## src/rtl/mdio_pkg.sv

```systemverilog
package mdio_pkg;

    localparam int CMD_W       = 32;
    localparam int RD_W        = 16;
    localparam int EVT_DONE    = 23;
    localparam int OP_MSB      = 29;
    localparam int OP_LSB      = 28;
    localparam logic [1:0] OP_READ = 2'b10;
    localparam logic [CMD_W-1:0] EVT_MASK = CMD_W'(1) << EVT_DONE;

    // Opcode 2'b10 is a read; any other code shifts out as a write.
    function automatic logic is_read(input logic [CMD_W-1:0] cmd);
        return cmd[OP_MSB:OP_LSB] == OP_READ;
    endfunction

endpackage

```

## src/rtl/mdio_mdc_gen.sv

```systemverilog
module mdio_mdc_gen #(
    parameter int SPD_W = 6
) (
    input  logic             clk,
    input  logic             rst_n,
    input  logic             run,
    input  logic [SPD_W-1:0] half,
    output logic             mdc,
    output logic             rise_now,
    output logic             fall_now
);

    typedef struct packed {
        logic [SPD_W-1:0] cnt;
        logic             mdc;
    } gen_t;

    gen_t             s_d, s_q;
    logic [SPD_W-1:0] lim;
    logic             edge_now;

    always_comb begin
        lim      = (half == '0) ? SPD_W'(1) : half;
        s_d      = s_q;
        edge_now = 1'b0;
        if (!run) begin
            s_d.cnt = '0;
            s_d.mdc = 1'b0;
        end else if (s_q.cnt >= lim - SPD_W'(1)) begin
            edge_now = 1'b1;
            s_d.cnt  = '0;
            s_d.mdc  = ~s_q.mdc;
        end else begin
            s_d.cnt = s_q.cnt + SPD_W'(1);
        end
    end

    always_ff @(posedge clk or negedge rst_n) begin
        if (!rst_n) s_q <= '0;
        else        s_q <= s_d;
    end

    assign mdc      = s_q.mdc;
    assign rise_now = edge_now & ~s_q.mdc;
    assign fall_now = edge_now &  s_q.mdc;

    AST_STOP_LOW: assert property (@(posedge clk) disable iff (!rst_n)
        !run |=> !mdc);

endmodule

```

## src/rtl/mdio_frame_seq.sv

```systemverilog
module mdio_frame_seq
    import mdio_pkg::*;
#(
    parameter int PRE_BITS = 32
) (
    input  logic             clk,
    input  logic             rst_n,
    input  logic             start,
    input  logic [CMD_W-1:0] cmd,
    input  logic             rise_now,
    input  logic             fall_now,
    input  logic             mdio_i,
    output logic             active,
    output logic             mdio_o,
    output logic             mdio_oe,
    output logic             done,
    output logic [RD_W-1:0]  rdata
);

    localparam int FRAME_BITS = PRE_BITS + CMD_W;
    localparam int IDX_W      = $clog2(FRAME_BITS);
    localparam int RLS_IDX    = PRE_BITS + 14;   // first turnaround bit
    localparam int SMP_IDX    = PRE_BITS + 16;   // first returned data bit

    typedef struct packed {
        logic             active;
        logic             rd;
        logic [IDX_W-1:0] idx;
        logic [CMD_W-1:0] frame;
        logic [RD_W-1:0]  rdata;
    } seq_t;

    seq_t       s_d, s_q;
    logic [4:0] pos;

    always_comb begin
        s_d  = s_q;
        done = 1'b0;
        if (s_q.active) begin
            if (rise_now && s_q.rd && s_q.idx >= IDX_W'(SMP_IDX))
                s_d.rdata = {s_q.rdata[RD_W-2:0], mdio_i};
            if (fall_now) begin
                if (s_q.idx == IDX_W'(FRAME_BITS - 1)) begin
                    s_d.active = 1'b0;
                    done       = 1'b1;
                end else begin
                    s_d.idx = s_q.idx + IDX_W'(1);
                end
            end
        end else if (start) begin
            s_d.active = 1'b1;
            s_d.rd     = is_read(cmd);
            s_d.idx    = '0;
            s_d.frame  = cmd;
            s_d.rdata  = '0;
        end
    end

    always_ff @(posedge clk or negedge rst_n) begin
        if (!rst_n) s_q <= '0;
        else        s_q <= s_d;
    end

    assign pos     = 5'(IDX_W'(FRAME_BITS - 1) - s_q.idx);
    assign active  = s_q.active;
    assign rdata   = s_q.rdata;
    assign mdio_o  = (!s_q.active || s_q.idx < IDX_W'(PRE_BITS)) ? 1'b1 : s_q.frame[pos];
    assign mdio_oe = s_q.active && (!s_q.rd || s_q.idx < IDX_W'(RLS_IDX));

    AST_PREAMBLE_ONES: assert property (@(posedge clk) disable iff (!rst_n)
        (s_q.active && s_q.idx < IDX_W'(PRE_BITS)) |-> (mdio_oe && mdio_o));

    AST_READ_RELEASE: assert property (@(posedge clk) disable iff (!rst_n)
        (s_q.active && s_q.rd && s_q.idx >= IDX_W'(RLS_IDX)) |-> !mdio_oe);

    AST_WRITE_DRIVEN: assert property (@(posedge clk) disable iff (!rst_n)
        (s_q.active && !s_q.rd) |-> mdio_oe);

endmodule

```

## src/rtl/mdio_master.sv

```systemverilog
module mdio_master
    import mdio_pkg::*;
#(
    parameter int SPD_W    = 6,
    parameter int PRE_BITS = 32
) (
    input  logic             clk,
    input  logic             rst_n,
    input  logic             cmd_we,
    input  logic [31:0]      cmd_wdata,
    output logic [31:0]      cmd_rdata,
    input  logic             evt_we,
    input  logic [31:0]      evt_wdata,
    output logic [31:0]      evt_rdata,
    input  logic [SPD_W-1:0] mdc_half,
    output logic             mdc,
    output logic             mdio_o,
    output logic             mdio_oe,
    input  logic             mdio_i
);

    typedef struct packed {
        logic [CMD_W-1:0] data;
        logic             evt;
    } top_t;

    top_t            s_d, s_q;
    logic            busy, start, done, rise_now, fall_now, evt_clr;
    logic [RD_W-1:0] rdata;

    assign start   = cmd_we && !busy;
    assign evt_clr = evt_we && ((evt_wdata & EVT_MASK) != '0);

    mdio_mdc_gen #(.SPD_W(SPD_W)) u_gen (
        .clk      (clk),
        .rst_n    (rst_n),
        .run      (busy),
        .half     (mdc_half),
        .mdc      (mdc),
        .rise_now (rise_now),
        .fall_now (fall_now)
    );

    mdio_frame_seq #(.PRE_BITS(PRE_BITS)) u_seq (
        .clk      (clk),
        .rst_n    (rst_n),
        .start    (start),
        .cmd      (cmd_wdata),
        .rise_now (rise_now),
        .fall_now (fall_now),
        .mdio_i   (mdio_i),
        .active   (busy),
        .mdio_o   (mdio_o),
        .mdio_oe  (mdio_oe),
        .done     (done),
        .rdata    (rdata)
    );

    always_comb begin
        s_d = s_q;
        if (start)
            s_d.data = cmd_wdata;
        if (done && is_read(s_q.data))
            s_d.data[RD_W-1:0] = rdata;
        if (evt_clr)
            s_d.evt = 1'b0;
        if (done)
            s_d.evt = 1'b1;
    end

    always_ff @(posedge clk or negedge rst_n) begin
        if (!rst_n) s_q <= '0;
        else        s_q <= s_d;
    end

    assign cmd_rdata = s_q.data;
    assign evt_rdata = s_q.evt ? EVT_MASK : '0;

    AST_EVT_STICKY: assert property (@(posedge clk) disable iff (!rst_n)
        (s_q.evt && !evt_clr) |=> s_q.evt);

    AST_EVT_FROM_FRAME: assert property (@(posedge clk) disable iff (!rst_n)
        $rose(s_q.evt) |-> $past(busy));

    AST_BUSY_CMD_IGNORED: assert property (@(posedge clk) disable iff (!rst_n)
        (busy && cmd_we && !done) |=> (s_q.data == $past(s_q.data)));

    AST_MDC_IDLE_LOW: assert property (@(posedge clk) disable iff (!rst_n)
        !busy |-> !mdc);

endmodule

```

## config.mk

```make
export PLATFORM = sky130hd
export DESIGN_NAME = mdio_master
export DESIGN_NICKNAME = d
export VERILOG_FILES = /design/src/rtl/mdio_pkg.sv /design/src/rtl/mdio_mdc_gen.sv /design/src/rtl/mdio_frame_seq.sv /design/src/rtl/mdio_master.sv
export SDC_FILE = /design/constraint.sdc
export NUM_CORES = 1
export LEC_CHECK = 0
export CORE_ASPECT_RATIO = 0.6
export CORE_UTILIZATION = 45
export CTS_BUF_LIST = sky130_fd_sc_hd__clkbuf_8
export DETAILED_ROUTE_END_ITERATION = 12
export PLACE_DENSITY = 0.76
export SETUP_SLACK_MARGIN = 0.15
export SKIP_LAST_GASP = 1
export SLEW_MARGIN = 30
export SYNTH_ARGS = -nofsm -noshare
export SYNTH_HDL_FRONTEND = slang
export SYNTH_SLANG_ARGS = --single-unit
```

## constraint.sdc

```tcl
create_clock -name clk -period 3.6 [get_ports clk]
set_clock_uncertainty 0.05 [all_clocks]
set_input_delay 0.9 -clock clk [delete_from_list [all_inputs] [get_ports clk]]
set_output_delay 0.9 -clock clk [all_outputs]
set_load 0.005 [all_outputs]
```

* Yosys cells after proc, flatten, opt, wreduce, memory -nomap -nowiden *
Cells that the tools add are included.

storage, ports and cells
  flip-flop bits (word level) = 96
  output and inout bits = 67
  word-level logic and storage cells = 73

cells by class
  add/sub/neg operators = 4
  order comparisons = 5
  equal/unequal tests = 7
  mux-type cells = 26
  bitwise gates (word level) = 4
  reduce and logical (&&, ||, !) cells = 17

operators by type and width
  cell                                                                           count
  16-bit 2-to-1 mux                                                              4
  56-bit 2-to-1 mux                                                              1
  6-bit 2-to-1 mux                                                               5
  24-bit 2-to-1 mux                                                              1
  1-bit 2-to-1 mux                                                               13
  6-bit by 1-bit adder with 6-bit output (second input constant)                 2
  6-bit less-than comparator (second input constant)                             2
  2-bit != test (second input constant)                                          4
  7-bit 2-to-1 mux                                                               1
  6-bit equality test (second input constant)                                    1
  6-bit greater-or-equal comparator                                              1
  6-bit greater-or-equal comparator (second input constant)                      1
  1-bit logical AND                                                              6
  6-bit logical NOT                                                              1
  5-bit by 6-bit less-than comparator with 1-bit output (second input constant)  1
  2-bit nonzero test                                                             3
  6-bit by 1-bit subtractor with 6-bit output (second input constant)            1
  1-bit binary-select mux with 5-bit select                                      1
  5-bit subtractor (first input constant)                                        1
  2-bit equality test (second input constant)                                    2
  2-bit AND reduction                                                            2
  3-bit AND reduction                                                            1
  1-bit bitwise AND                                                              2
  1-bit logical NOT                                                              2
  other kinds (2)                                                                4

* Longest topological paths before layout *
  depth after elaboration = 11
  depth in mapped cells = 10

* Cells and area by module *
From an unflattened synthesis, not the netlist that was laid out.

unflattened totals
  cells, all modules = 499
  area, all modules = 4,862.2 sq um

modules (own cells, without submodules)
  module          instances  cells each  area each (sq um)
  mdio_frame_seq  1          301         2,661.3
  mdio_master     1          140         1,664.1
  mdio_mdc_gen    1          58          536.8

* Least setup slack after synthesis *
OpenSTA, ideal clock, no wires.

  kind = input to register
  start = input mdc_half[1]
  end = register u_seq.s_q (netlist bit u_seq.rdata[10])
  library setup time = 125 ps
  data arrival time = 3,202 ps
  slack = 223 ps
  stages = 10
  buffers on the path = 1
  path through = or3_1 > nor3_1 > a21oi_1 > ha_1 > a21oi_1 > o21ai_0 > a21oi_2 > nor4b_4 > buf_8 > mux2_4

between the ends
  longest elaborated chain between the ends = 11

ends and longest elaborated chain
  item                                             line                  source
  start, declared                                  mdio_master.sv:15     input logic [SPD_W-1:0] mdc_half,
  6-bit logical NOT                                mdio_mdc_gen.sv:23    lim = (half == '0) ? SPD_W'(1) : half;
  6-bit 2-to-1 mux (*)                             mdio_mdc_gen.sv:23
  6-bit by 1-bit subtractor with 6-bit output (*)  mdio_mdc_gen.sv:29    end else if (s_q.cnt >= lim - SPD_W'(1)) begin
  6-bit greater-or-equal comparator (*)            mdio_mdc_gen.sv:29
  1-bit 2-to-1 mux (*)                             mdio_mdc_gen.sv:29
  1-bit 2-to-1 mux (*)                             mdio_mdc_gen.sv:26    if (!run) begin
  1-bit bitwise AND (*)                            mdio_mdc_gen.sv:44    assign rise_now = edge_now & ~s_q.mdc;
  1-bit logical AND (*) (2 in a row)               mdio_frame_seq.sv:40  if (rise_now && s_q.rd && s_q.idx >= IDX_W'(SMP_IDX))
  2-bit != test (no line) (*)                      -
  2-bit AND reduction (no line) (*)                -
  end signal, assigned                             mdio_frame_seq.sv:60  if (!rst_n) s_q <= '0;
  end signal, assigned                             mdio_frame_seq.sv:61  else s_q <= s_d;
  end, declared                                    mdio_frame_seq.sv:33  seq_t s_d, s_q;

Mark *: on every way between the ends. The rest lies on a longest branch, timed or not.
A chain may end at the register's enable or synchronous reset.

* Final worst setup path *
  start = register u_seq.s_q[48] (netlist bit)
  end = output mdio_o

between the ends
  longest elaborated chain between the ends = 4

ends and longest elaborated chain
  item                                       line                  source
  5-bit subtractor                           mdio_frame_seq.sv:64  assign pos = 5'(IDX_W'(FRAME_BITS - 1) - s_q.idx);
  1-bit binary-select mux with 5-bit select  mdio_frame_seq.sv:67  assign mdio_o = (!s_q.active || s_q.idx < IDX_W'(PRE_BITS)) ? 1'b1 : s_q.frame[pos];
  1-bit 2-to-1 mux (implied by the code)     mdio_frame_seq.sv:67
  1-bit 2-to-1 mux (*)                       mdio_frame_seq.sv:67
  end, declared                              mdio_master.sv:17     output logic mdio_o,

Mark *: on every way between the ends. The rest lies on a longest branch, timed or not. The select of a mux whose other input is x is not followed.

==> flow_summary.ini <==
[status]
run_status = completed

[logic_synthesis]
synth_edf_count = 0
post_synthesis_cell_area_um2 = 4254
ys_seq_elements = 80
syn-mean-instance-area_um2 = 9.757
seq_area_frac_synth_pct = 47.06
post_synth_num_cell_types = 49
dominantRegCellSynth = dfrtp_1
share_of_flip_flops_with_an_asynchronous_set_or_reset_after_synthesis_pct = 100.0
synth_cells = 436
synthesis.yosys.warnings = 0

[setup_path]
worst_path_buf_inv = 2
end_kind = output pin
worstSetupPathType = flip-flop to output pin
path_cells = buf_8, mux4_2, a22oi_2, nand3_1, nor3_2, nor2_1, clkdlybuf4s50_1
worstPathRequired_ns = 2.65
crit_slowest_cell = mux4_2
worst_ep_arrival_time_ns = 2.47
timing.critical_path.slowest_cell_delay_ns = 0.54
cp_max_fo = 5
crit_family = buffers and inverters
critical_path_start_type = flip-flop

[global_routing]
first_pass_grt_wire_length_mm = 15.88
via_count_of_the_first_global_routing_pass = 3087
met2_usage_pct = 31.15
grt_util_met1_pct = 30.20
pin_count_of_the_biggest_net_entering_global_routing = 81
grt_use_met3_pct = 5.304
overflow = 0
antenna_found_initial = 0
gr-usage-all-layers_pct = 20.86
top_usage_layer = met2

[cells_and_area]
final_area_um2 = 5479
share_of_layout_cells_above_drive_strength_1_pct = 17.05
area_growth_syn_to_layout_pct = 28.79
ant_diodes = 0
top_library_cells_by_usage_in_the_layout_fill_and_taps_aside = 131 x nand2_1, 78 x dfrtp_1, 75 x clkdlybuf4s50_1
finalNetCount = 599
fillerInstances = 797
finalCoreUtilization_pct = 59.63
post_layout_nonfiller_instances = 652
mostFrequentLayoutCell = nand2_1

[clock_tree]
ctsHtreeMaxLevel = 3
insertion_delay_ns = 0.35
cts_inserted_buffers = 9
cts_root_buf = clkbuf_8
clkSlewWorstSetupHoldPaths_ns = 0.08
tritoncts = yes
clock_sink_count = 80
cts_max_path_buffers = 2

[floorplanning]
die_h_um = 77.32
floorplan.rows = 27
core_region_area_um2 = 9189
io_pins = 142
start_util_pct = 46.30
die_width_um = 127.5
die_area_um2 = 9859

[pwr]
peakVddDrop_mv = 0.3139
total_leakage_power_nw = 2.573
power_density_nw_per_um2 = 509.9

[route]
routed_via_density = 4.798
dr.pass1.iters = 4
via_count = 3128
route.detailed.drc = 0
routedWlPerCell_um = 14.71
final_routed_wirelength_mm = 9.588
number_of_nets_with_antenna_violations_after_detailed_routing = 0
drt_iter0_drc = 201

[timing]
achievable-frequency_mhz = 292.5
finalWorstSetupSlack_ns = 0.1807
final.min_clock_period_ns = 3.419
finalHoldViolCount = 0
rsz0062_at_grt = false
timing.slew.headroom_pct = 40.10
setup_total_negative_slack_ns = 0
tightest_slew_ns = 0.8986
finalSetupViolCount = 0
post-route-period-util_pct = 94.98
timing_max_transition_violations_final = 0

[place]
placed_cells = 625
place_hpwl_mm = 6.566
place_congestion = 0.7780
preCtsSetupSlack_ns = -0.3718
placement.io_buffers = 79
placed_area_um2 = 5030

[hold_path]
hp-class = flip-flop to flip-flop

[flow_run]
max_cap_viol_count = 0
## per-layer routing
layer  vias to the layer above  part of all wire, %  routed length [um]
met3                         9                  5.7                 551
met5                         -                    0                   0
met1                      1498                   48                4603
met2                        98                   45                4348
li1                       1523                    -                   -
met4                         0                 0.89                  85
## what timing repair did
item	4_1_cts	5_1_grt
pin swaps	7	11
setup buffers	6	3
resized for setup	9	12
gates cloned	1	1
hold buffers	0	0
endpoints found under the setup margin	29	31
## final cells by class
| class | count | area (um^2) | area share, % |
|---|---|---|---|
| clock buffer | 9 | 123.9 | 2.261 |
| clock inverter | 7 | 111.4 | 2.032 |
| inverter | 11 | 41.29 | 0.7536 |
| multi-input combinational | 308 | 1942 | 35.44 |
| sequential | 80 | 2004 | 36.58 |
| tap | 130 | 162.7 | 2.969 |
| timing repair buffer | 107 | 1094 | 19.96 |
## where the power goes
group	total (mW)	internal [mW]	switching (mW)
Sequential	1.18	1.03	0.155
Clock	0.779	0.456	0.323
Combinational	0.831	0.489	0.342
Total	2.79	1.97	0.820
## synthesized netlist by cell type (5+ instances only)
cell,number,area [um^2]
clkbuf_1,13,48.80
a21oi_1,5,25.02
buf_4,47,352.8
nor3_1,6,30.03
ha_1,7,87.58
a21boi_0,8,60.06
nor2_1,25,93.84
inv_1,11,41.29
nand3_1,7,35.03
mux2_2,15,168.9
mux2i_1,19,190.2
nand2_1,131,491.7
mux4_2,8,180.2
dfrtp_1,80,2002
## state kept, by name (all words and copies together), names as in the netlist
| signal | flops |
|---|---|
| cmd_rdata | 17 |
| s_q | 1 |
| u_gen.mdc | 1 |
| u_gen.s_q | 6 |
| u_seq.active | 1 |
| u_seq.rdata | 16 |
| u_seq.s_q | 38 |
## worst register-to-register path: stages, from the launching register on
cell and delay, ns:
dfrtp_2 0.44, buf_4 0.14, clkbuf_16 0.12, ha_1 0.15, nand3_1 0.14, or2_2 0.37
nor4_4 0.24, buf_4 0.17, clkbuf_16 0.14, mux2_2 0.32
## path summary, 6_finish.rpt
path / from / to / slack (ns) / depth (start not counted)
max: u_seq.s_q[48] / mdio_o / 0.18 / 7
min: s_q[0] / s_q[0] / 0.43 / 1
max reg2reg: u_seq.s_q[48] / cmd_rdata[13] / 1.20 / 9
min reg2reg: s_q[0] / s_q[0] / 0.43 / 1
max in group asynchronous: rst_n / u_seq.s_q[49] / 2.45 / 1
min in group asynchronous: rst_n / u_seq.s_q[38] / 0.54 / 1
## stage by stage
stage | hold WS [ns] | power [mW]
after CTS | 0.4349 | 2.734
after global routing | 0.4527 | 2.945
after floorplan | 0.3891 | 1.635
after detailed placement | 0.4162 | 1.889
after global placement | 0.4059 | 1.859
final | 0.4270 | 2.794
## logic make-up after synthesis
logic type               after synthesis  synth area share (%)
buffers and inverters                 78                 11.56
XOR/XNOR                               5                 1.030
AO/OA/AOI/OAI                         34                 5.794
other                                  1               0.08815
flip-flops                            80                 47.06
AND/OR/NAND/NOR                      187                 19.03
adder cells (fa/ha/maj)                7                 2.059
multiplexers                          44                 13.38
No activity file was read; power rests on OpenSTA's default activity.
